`src/rtl/cbt_pkg.sv`:
```
package cbt_pkg;

    typedef enum logic [1:0] {
        ST_IDLE  = 2'd0,
        ST_ARMED = 2'd1,
        ST_STORE = 2'd2,
        ST_DONE  = 2'd3
    } cap_state_t;

    // register select codes
    localparam logic [2:0] A_PSC    = 3'd0;
    localparam logic [2:0] A_RELOAD = 3'd1;
    localparam logic [2:0] A_CTRL   = 3'd2;
    localparam logic [2:0] A_LEN    = 3'd3;
    localparam logic [2:0] A_CMD    = 3'd4;

    // command bits
    localparam int CMD_UPDATE = 0;
    localparam int CMD_START  = 1;
    localparam int CMD_CLEAR  = 2;

    // control bits
    localparam int CTRL_RUN = 2;

    // edge mode codes
    localparam logic [1:0] POL_RISE = 2'b00;
    localparam logic [1:0] POL_FALL = 2'b01;
    localparam logic [1:0] POL_NONE = 2'b10;
    localparam logic [1:0] POL_BOTH = 2'b11;

endpackage

```
`src/rtl/cbt_timebase.sv`:
```
module cbt_timebase #(
    parameter int CNT_W = 16
) (
    input  logic             clk,
    input  logic             rst_n,
    input  logic             run,
    input  logic             update,
    input  logic [CNT_W-1:0] psc_staged,
    input  logic [CNT_W-1:0] reload,
    output logic [CNT_W-1:0] count,
    output logic             wrap
);

    logic [CNT_W-1:0] psc_live;
    logic [CNT_W-1:0] phase;
    logic             tick;

    assign tick = run && !update && (phase >= psc_live);
    assign wrap = tick && (count >= reload);

    always_ff @(posedge clk or negedge rst_n) begin
        if (!rst_n) begin
            psc_live <= '0;
            phase    <= '0;
            count    <= '0;
        end else if (update) begin
            psc_live <= psc_staged;
            phase    <= '0;
            count    <= '0;
        end else if (run) begin
            if (phase >= psc_live) begin
                phase <= '0;
                if (count >= reload) begin
                    count <= '0;
                end else begin
                    count <= count + 1'b1;
                end
            end else begin
                phase <= phase + 1'b1;
            end
        end
    end


    phase_range_chk: assert property (@(posedge clk) disable iff (!rst_n)
        phase <= psc_live);


    update_clear_chk: assert property (@(posedge clk) disable iff (!rst_n)
        update |=> (count == '0) && (phase == '0));


    wrap_zero_chk: assert property (@(posedge clk) disable iff (!rst_n)
        wrap |=> (count == '0));


    hold_chk: assert property (@(posedge clk) disable iff (!rst_n)
        (!run && !update) |=> $stable(count));

endmodule

```
`src/rtl/cbt_edge_detect.sv`:
```
module cbt_edge_detect #(
    parameter int STAGES = 2
) (
    input  logic       clk,
    input  logic       rst_n,
    input  logic       din,
    input  logic [1:0] mode,
    output logic       hit
);
    import cbt_pkg::*;

    // STAGES synchronizer flops plus one history flop
    logic [STAGES:0] pipe;
    logic            rise;
    logic            fall;

    always_ff @(posedge clk or negedge rst_n) begin
        if (!rst_n) begin
            pipe <= '0;
        end else begin
            pipe <= {pipe[STAGES-1:0], din};
        end
    end

    assign rise = pipe[STAGES-1] & ~pipe[STAGES];
    assign fall = ~pipe[STAGES-1] & pipe[STAGES];

    always_comb begin
        unique case (mode)
            POL_RISE: hit = rise;
            POL_FALL: hit = fall;
            POL_BOTH: hit = rise | fall;
            default:  hit = 1'b0;
        endcase
    end


    mode_off_chk: assert property (@(posedge clk) disable iff (!rst_n)
        (mode == POL_NONE) |-> !hit);

endmodule

```
`src/rtl/cbt_delta.sv`:
```
module cbt_delta #(
    parameter int CNT_W = 16
) (
    input  logic [CNT_W-1:0] newer,
    input  logic [CNT_W-1:0] older,
    input  logic [CNT_W-1:0] reload,
    output logic [CNT_W-1:0] diff
);

    logic [CNT_W-1:0] raw;

    // modulo 2^CNT_W arithmetic; adding reload+1 folds a negative raw
    // difference back into 0..reload
    assign raw = newer - older;

    always_comb begin
        if (newer >= older) begin
            diff = raw;
        end else begin
            diff = raw + reload + 1'b1;
        end
    end

endmodule

```
`src/rtl/cbt_capture_fsm.sv`:
```
module cbt_capture_fsm #(
    parameter int CNT_W = 16,
    parameter int DEPTH = 64,
    parameter int LEN_W = $clog2(DEPTH + 1),
    parameter int IDX_W = $clog2(DEPTH)
) (
    input  logic             clk,
    input  logic             rst_n,
    input  logic             start,
    input  logic             edge_hit,
    input  logic [CNT_W-1:0] count,
    input  logic [CNT_W-1:0] reload,
    input  logic [LEN_W-1:0] burst_len,
    input  logic [IDX_W-1:0] rd_addr,
    output logic [CNT_W-1:0] rd_data,
    output logic             busy,
    output logic             done_set,
    output logic             ovc_set,
    output logic [CNT_W-1:0] delta,
    output logic             delta_valid
);
    import cbt_pkg::*;

    cap_state_t       state, state_nx;
    logic [CNT_W-1:0] latch_q;
    logic [CNT_W-1:0] newest_q;
    logic [LEN_W-1:0] stored_q;
    logic             have_one_q;
    logic             last_slot;
    logic [CNT_W-1:0] diff_w;
    logic [CNT_W-1:0] mem [DEPTH];

    assign last_slot = (LEN_W'(stored_q + 1'b1) == burst_len);

    cbt_delta #(.CNT_W(CNT_W)) u_delta (
        .newer  (latch_q),
        .older  (newest_q),
        .reload (reload),
        .diff   (diff_w)
    );

    // state register
    always_ff @(posedge clk or negedge rst_n) begin
        if (!rst_n) begin
            state <= ST_IDLE;
        end else begin
            state <= state_nx;
        end
    end

    // next state
    always_comb begin
        state_nx = state;
        unique case (state)
            ST_IDLE:  if (start) state_nx = ST_ARMED;
            ST_ARMED: begin
                if (start)         state_nx = ST_ARMED;
                else if (edge_hit) state_nx = ST_STORE;
            end
            ST_STORE: begin
                if (start)          state_nx = ST_ARMED;
                else if (last_slot) state_nx = ST_DONE;
                else                state_nx = ST_ARMED;
            end
            ST_DONE:  if (start) state_nx = ST_ARMED;
            default:  state_nx = ST_IDLE;
        endcase
    end

    // outputs and datapath
    always_ff @(posedge clk or negedge rst_n) begin
        if (!rst_n) begin
            latch_q     <= '0;
            newest_q    <= '0;
            stored_q    <= '0;
            have_one_q  <= 1'b0;
            delta       <= '0;
            delta_valid <= 1'b0;
        end else if (start) begin
            stored_q    <= '0;
            have_one_q  <= 1'b0;
            delta_valid <= 1'b0;
        end else begin
            unique case (state)
                ST_ARMED: begin
                    if (edge_hit) latch_q <= count;
                end
                ST_STORE: begin
                    stored_q   <= stored_q + 1'b1;
                    newest_q   <= latch_q;
                    have_one_q <= 1'b1;
                    if (have_one_q) begin
                        delta       <= diff_w;
                        delta_valid <= 1'b1;
                    end
                end
                default: ;
            endcase
        end
    end

    always_ff @(posedge clk) begin
        if (state == ST_STORE && !start) begin
            mem[stored_q[IDX_W-1:0]] <= latch_q;
        end
    end

    assign rd_data  = mem[rd_addr];
    assign busy     = (state == ST_ARMED) || (state == ST_STORE);
    assign done_set = (state == ST_STORE) && !start && last_slot;
    assign ovc_set  = (state == ST_STORE) && !start && edge_hit;


    slot_range_chk: assert property (@(posedge clk) disable iff (!rst_n)
        (state == ST_STORE) |-> (stored_q < burst_len));


    done_freeze_chk: assert property (@(posedge clk) disable iff (!rst_n)
        (state == ST_DONE && !start) |=> $stable(stored_q) && $stable(delta));


    delta_range_chk: assert property (@(posedge clk) disable iff (!rst_n)
        (state == ST_STORE && !start && have_one_q &&
         latch_q <= reload && newest_q <= reload)
        |=> delta <= $past(reload));


    start_clear_chk: assert property (@(posedge clk) disable iff (!rst_n)
        start |=> !delta_valid && (stored_q == '0) && (state == ST_ARMED));

endmodule

```
`src/rtl/capture_burst_timer.sv`:
```
module capture_burst_timer #(
    parameter int CNT_W  = 16,
    parameter int DEPTH  = 64,
    parameter int STAGES = 2,
    localparam int LEN_W = $clog2(DEPTH + 1),
    localparam int IDX_W = $clog2(DEPTH)
) (
    input  logic             clk,
    input  logic             rst_n,
    input  logic             wr_en,
    input  logic [2:0]       wr_addr,
    input  logic [CNT_W-1:0] wr_data,
    input  logic             cap_in,
    input  logic [IDX_W-1:0] rd_addr,
    output logic [CNT_W-1:0] rd_data,
    output logic             irq_done,
    output logic             irq_timeout,
    output logic             ovc_flag,
    output logic             busy,
    output logic [CNT_W-1:0] delta,
    output logic             delta_valid
);
    import cbt_pkg::*;

    logic [CNT_W-1:0] psc_staged;
    logic [CNT_W-1:0] reload;
    logic [1:0]       mode;
    logic             run;
    logic [LEN_W-1:0] burst_len;
    logic             cmd_wr;
    logic             do_update;
    logic             do_start;
    logic             do_clear;
    logic [CNT_W-1:0] count;
    logic             wrap;
    logic             edge_hit;
    logic             done_set;
    logic             ovc_set;

    assign cmd_wr    = wr_en && (wr_addr == A_CMD);
    assign do_update = cmd_wr && wr_data[CMD_UPDATE];
    assign do_start  = cmd_wr && wr_data[CMD_START];
    assign do_clear  = cmd_wr && wr_data[CMD_CLEAR];

    // configuration registers
    always_ff @(posedge clk or negedge rst_n) begin
        if (!rst_n) begin
            psc_staged <= '0;
            reload     <= '1;
            mode       <= POL_RISE;
            run        <= 1'b0;
            burst_len  <= LEN_W'(DEPTH);
        end else if (wr_en) begin
            unique case (wr_addr)
                A_PSC:    psc_staged <= wr_data;
                A_RELOAD: reload     <= wr_data;
                A_CTRL: begin
                    mode <= wr_data[1:0];
                    run  <= wr_data[CTRL_RUN];
                end
                A_LEN: begin
                    if (wr_data == '0) begin
                        burst_len <= LEN_W'(1);
                    end else if (wr_data > CNT_W'(DEPTH)) begin
                        burst_len <= LEN_W'(DEPTH);
                    end else begin
                        burst_len <= wr_data[LEN_W-1:0];
                    end
                end
                default: ;
            endcase
        end
    end

    // sticky flags: a set in the same cycle as a clear wins
    always_ff @(posedge clk or negedge rst_n) begin
        if (!rst_n) begin
            irq_done    <= 1'b0;
            irq_timeout <= 1'b0;
            ovc_flag    <= 1'b0;
        end else begin
            irq_done    <= done_set || (irq_done    && !do_clear);
            irq_timeout <= wrap     || (irq_timeout && !do_clear);
            ovc_flag    <= ovc_set  || (ovc_flag    && !do_clear);
        end
    end

    cbt_timebase #(.CNT_W(CNT_W)) u_timebase (
        .clk        (clk),
        .rst_n      (rst_n),
        .run        (run),
        .update     (do_update),
        .psc_staged (psc_staged),
        .reload     (reload),
        .count      (count),
        .wrap       (wrap)
    );

    cbt_edge_detect #(.STAGES(STAGES)) u_edge (
        .clk   (clk),
        .rst_n (rst_n),
        .din   (cap_in),
        .mode  (mode),
        .hit   (edge_hit)
    );

    cbt_capture_fsm #(
        .CNT_W (CNT_W),
        .DEPTH (DEPTH),
        .LEN_W (LEN_W),
        .IDX_W (IDX_W)
    ) u_fsm (
        .clk         (clk),
        .rst_n       (rst_n),
        .start       (do_start),
        .edge_hit    (edge_hit),
        .count       (count),
        .reload      (reload),
        .burst_len   (burst_len),
        .rd_addr     (rd_addr),
        .rd_data     (rd_data),
        .busy        (busy),
        .done_set    (done_set),
        .ovc_set     (ovc_set),
        .delta       (delta),
        .delta_valid (delta_valid)
    );


    done_idle_chk: assert property (@(posedge clk) disable iff (!rst_n)
        $rose(irq_done) |-> !busy);


    ovc_busy_chk: assert property (@(posedge clk) disable iff (!rst_n)
        $rose(ovc_flag) |-> $past(busy));


    clear_chk: assert property (@(posedge clk) disable iff (!rst_n)
        (do_clear && !wrap && !done_set && !ovc_set)
        |=> !irq_done && !irq_timeout && !ovc_flag);


    len_range_chk: assert property (@(posedge clk) disable iff (!rst_n)
        (burst_len != '0) && (burst_len <= LEN_W'(DEPTH)));

endmodule

```
`config.mk`:
```
export PLATFORM = sky130hd
export DESIGN_NAME = capture_burst_timer
export DESIGN_NICKNAME = d
export VERILOG_FILES = /design/src/rtl/cbt_pkg.sv /design/src/rtl/cbt_timebase.sv /design/src/rtl/cbt_edge_detect.sv /design/src/rtl/cbt_delta.sv /design/src/rtl/cbt_capture_fsm.sv /design/src/rtl/capture_burst_timer.sv
export SDC_FILE = /design/constraint.sdc
export NUM_CORES = 1
export LEC_CHECK = 0
export BUFFER_PORTS_ARGS = -buffer_cell sky130_fd_sc_hd__buf_2
export CORE_UTILIZATION = 49
export DETAILED_ROUTE_END_ITERATION = 6
export PLACE_DENSITY = 0.73
export RECOVER_POWER = 25
export SETUP_SLACK_MARGIN = 0.02
export SLEW_MARGIN = 20
export SYNTH_ARGS = -nofsm -noshare
export SYNTH_HDL_FRONTEND = slang
export SYNTH_HIERARCHICAL = 1
export SYNTH_SLANG_ARGS = --single-unit
```
`constraint.sdc`:
```
create_clock -name clk -period 5.5 [get_ports clk]
set_input_delay 1.65 -clock clk [delete_from_list [all_inputs] [get_ports clk]]
set_output_delay 1.65 -clock clk [all_outputs]
set_load 0.05 [all_outputs]
```
==> flow_summary.ini <==
[die]
io_pins = 66
initial_core_util_pct = 49.5
die_h_um = 317
die_w_um = 317
dieArea_um2 = 100000
coreArea_um2 = 98300
rows = 115

[finish]
nFillCells = 7130
most-common-layout-cells = 1024 x edfxtp_1, 263 x mux4_2, 175 x buf_4, 145 x nor2_1, 136 x nand2_1
utilization_pct = 56.8
final_common_cell = edfxtp_1
fin_nets = 3021
multi_input_area_um2 = 13100
regArea_um2 = 34700
insertedDiodeCount = 0
areaGrowthSynthToFinish_pct = 14.8
layout-drive-gt1-share_pct = 28.0

[global_routing]
antenna_found_initial = 2
grt_pass1_wl_um = 171000
grt_usage_pct = 23.2
grt.overflow.total = 0
grt_pass1_vias = 26500
grt_max_degree = 77

[synthesis]
ys_types = 84
synthArstFlopShare_pct = 13.1
synth_edf_count = 1024
ys_seq_area_share_pct = 71.3
synth-seq-cells = 1179
synth_fp_nets = 2750
synth_ff_type = edfxtp_1
yosysWarnings = 6
syn_area_um2 = 48600
syn_area_per_cell_um2 = 18.4
syn_inst = 2646

[critical_path]
crit_fanout = 12
cp_data_arrival_time_ns = 3.81
cp.required_ns = 3.85
setup.worst_path.class = in2out
start_kind = primary input
cp-end-kind = primary output

[timing]
hold_viol_final = 0
maxSlewViolCount = 871
finalCritPeriodShare_pct = 99.4
max_freq_ghz = 0.183
fin_crit_ns = 5.46
setup_viol = 0
worst_pin_slew_ns = 3.62
finClkSkew_ns = 0.0462
rsz0062_at_grt = true
maxSlewHeadroom_pct = -142

[placement]
place.gp.congestion = 0.868
port_buffers = 65
dpl.hpwl_um = 69700

[route]
drt_pass1_iterations = 6
ant_nets = 0
wl_per_cell_um = 26.9
route.vias.total = 26200
wl_um = 116000
via_per_inst = 6.10
dr.first_iter.drc_count = 2797
drc = 0

[cts]
cts_htree_levels = 3
cts_hold_buf = 0
numCtsBuffers = 114
clock-sinks = 1179
cts.path.max_buffers = 3
root_buffer = clkbuf_16
cts_tree = built
clock_latency_ns = 0.72
clk_pin_slew_worst_paths_ns = 0.06

[worst_hold_path]
min_path_type = reg2reg

[power]
power_mw = 25.2
p_leak_nw = 19.5
vdd_drop_max_mv = 0.633
p_per_area_nw_per_um2 = 451

[outcome]
status = complete, but fails checks
violations = capacitance limit, slew limit

[flow_run]
drv_cap = 13
-- sequential cells by signal, indices dropped and copies added, names as in the netlist, 2 cells and up --
| signal | cells |
|---|---|
| reload | 16 |
| u_fsm/newest_q | 16 |
| u_fsm/mem | 1024 |
| u_timebase/psc_live | 16 |
| u_timebase/count | 16 |
| u_fsm/stored_q | 7 |
| burst_len | 7 |
| u_fsm/latch_q | 16 |
| mode | 2 |
| psc_staged | 16 |
| u_edge/pipe | 3 |
| u_fsm/delta | 16 |
| u_fsm/state | 2 |
| u_timebase/phase | 16 |
-- final cells by class --
type	count	share of cell area, %
Timing Repair Buffer	276	4.10
Tap cell	1287	2.88
Clock buffer	141	5.37
Inverter	73	0.491
Clock inverter	71	1.55
Multi-Input combinational cell	1273	23.5
Sequential cell	1179	62.1
-- synth_stat cells (all sizes together) (14+ instances only) --
master  count  area [um2]
nor2      146         551
dfrtp     138        3450
buf        77         581
mux2i      55         551
mux2       75         852
dfstp      17         447
xor2       28         245
inv        73         274
a21oi      71         367
nand4      17         106
nand3      34         170
nand2     138         533
nor3       26         130
a21o       14         113
o21ai      93         465
xnor2      29         254
nor2b      18         113
ha         73         913
mux4      269        6080
o22ai      16         100
a211oi     20         150
clkbuf     44         179
edfxtp   1024       30700
-- through the flow --
stage               instance area (um2)  setup WS (ns)  hold slack [ns]  std cells  TNS [ns]
floorplan                         48700          0.126            0.331       2646         0
CTS                               55700         0.0202            0.371       4295         0
global placement                  51700         -0.168            0.345       4081    -0.325
detailed placement                51700         -0.194            0.354       4081    -0.520
finish                            55800         0.0354            0.369       4300         0
global route                      55800         0.0151            0.387       4300         0
-- cells by family (layout without fill, tap and decap cells) --
logic type,Yosys count,in the layout,share of synthesized area (%)
compound gates,292,292,3.86
xor+xnor,57,57,1.03
fa+ha+maj,75,75,1.96
buf+inv,194,561,2.13
flops,1179,1179,71.3
mux,399,399,15.4
simple gates,450,450,4.37
-- repair_timing --
item,in CTS,in global routing
cloned,2,2
pin swaps,0,0
setup buffers,0,3
gates resized for setup,18,10
setup endpoints to repair,13,15
-- final timing paths --
path / start / endpoint / slack (ns) / cells after the start
worst max-delay path: rd_addr[1] / rd_data[5] / 0.04 / 11
worst min-delay path: u_edge/pipe[0] / u_edge/pipe[1] / 0.37 / 0
worst max register to register: u_fsm/latch_q[0] / u_fsm/delta[12] / 1.11 / 17
worst min register to register: u_edge/pipe[0] / u_edge/pipe[1] / 0.37 / 0
max in group asynchronous: rst_n / reload[5] / 3.42 / 2
min in group asynchronous: rst_n / u_timebase/phase[12] / 0.98 / 1
-- routing by layer --
layer  vias to the layer above  track usage, %  routed length, um
li1                      11100               -                  -
met1                     13600            32.5              45900
met2                      1355            37.3              55800
met3                       187            3.98              10600
met4                         4            7.23               3480
met5                         -               0                 23
-- worst max-delay path, stage by stage --
cell      delay (ns)
buf_8           0.19
buf_12          0.16
mux4_2          0.55
mux2i_4         0.21
buf_4           0.15
a211oi_1        0.06
buf_4           0.17
o21ai_2         0.20
buf_4           0.17
o41ai_2         0.09
buf_4           0.21
-- power breakdown --
part           switching (mW)  leakage [nW]  internal (mW)  total [mW]
logic                    3.78          6.21           2.09        5.87
clock network            3.38          1.85           4.60        7.98
registers               0.302          11.5           11.0        11.3
total                    7.46          19.5           17.7        25.2
Note: power is estimated with default switching activity, not from simulation.
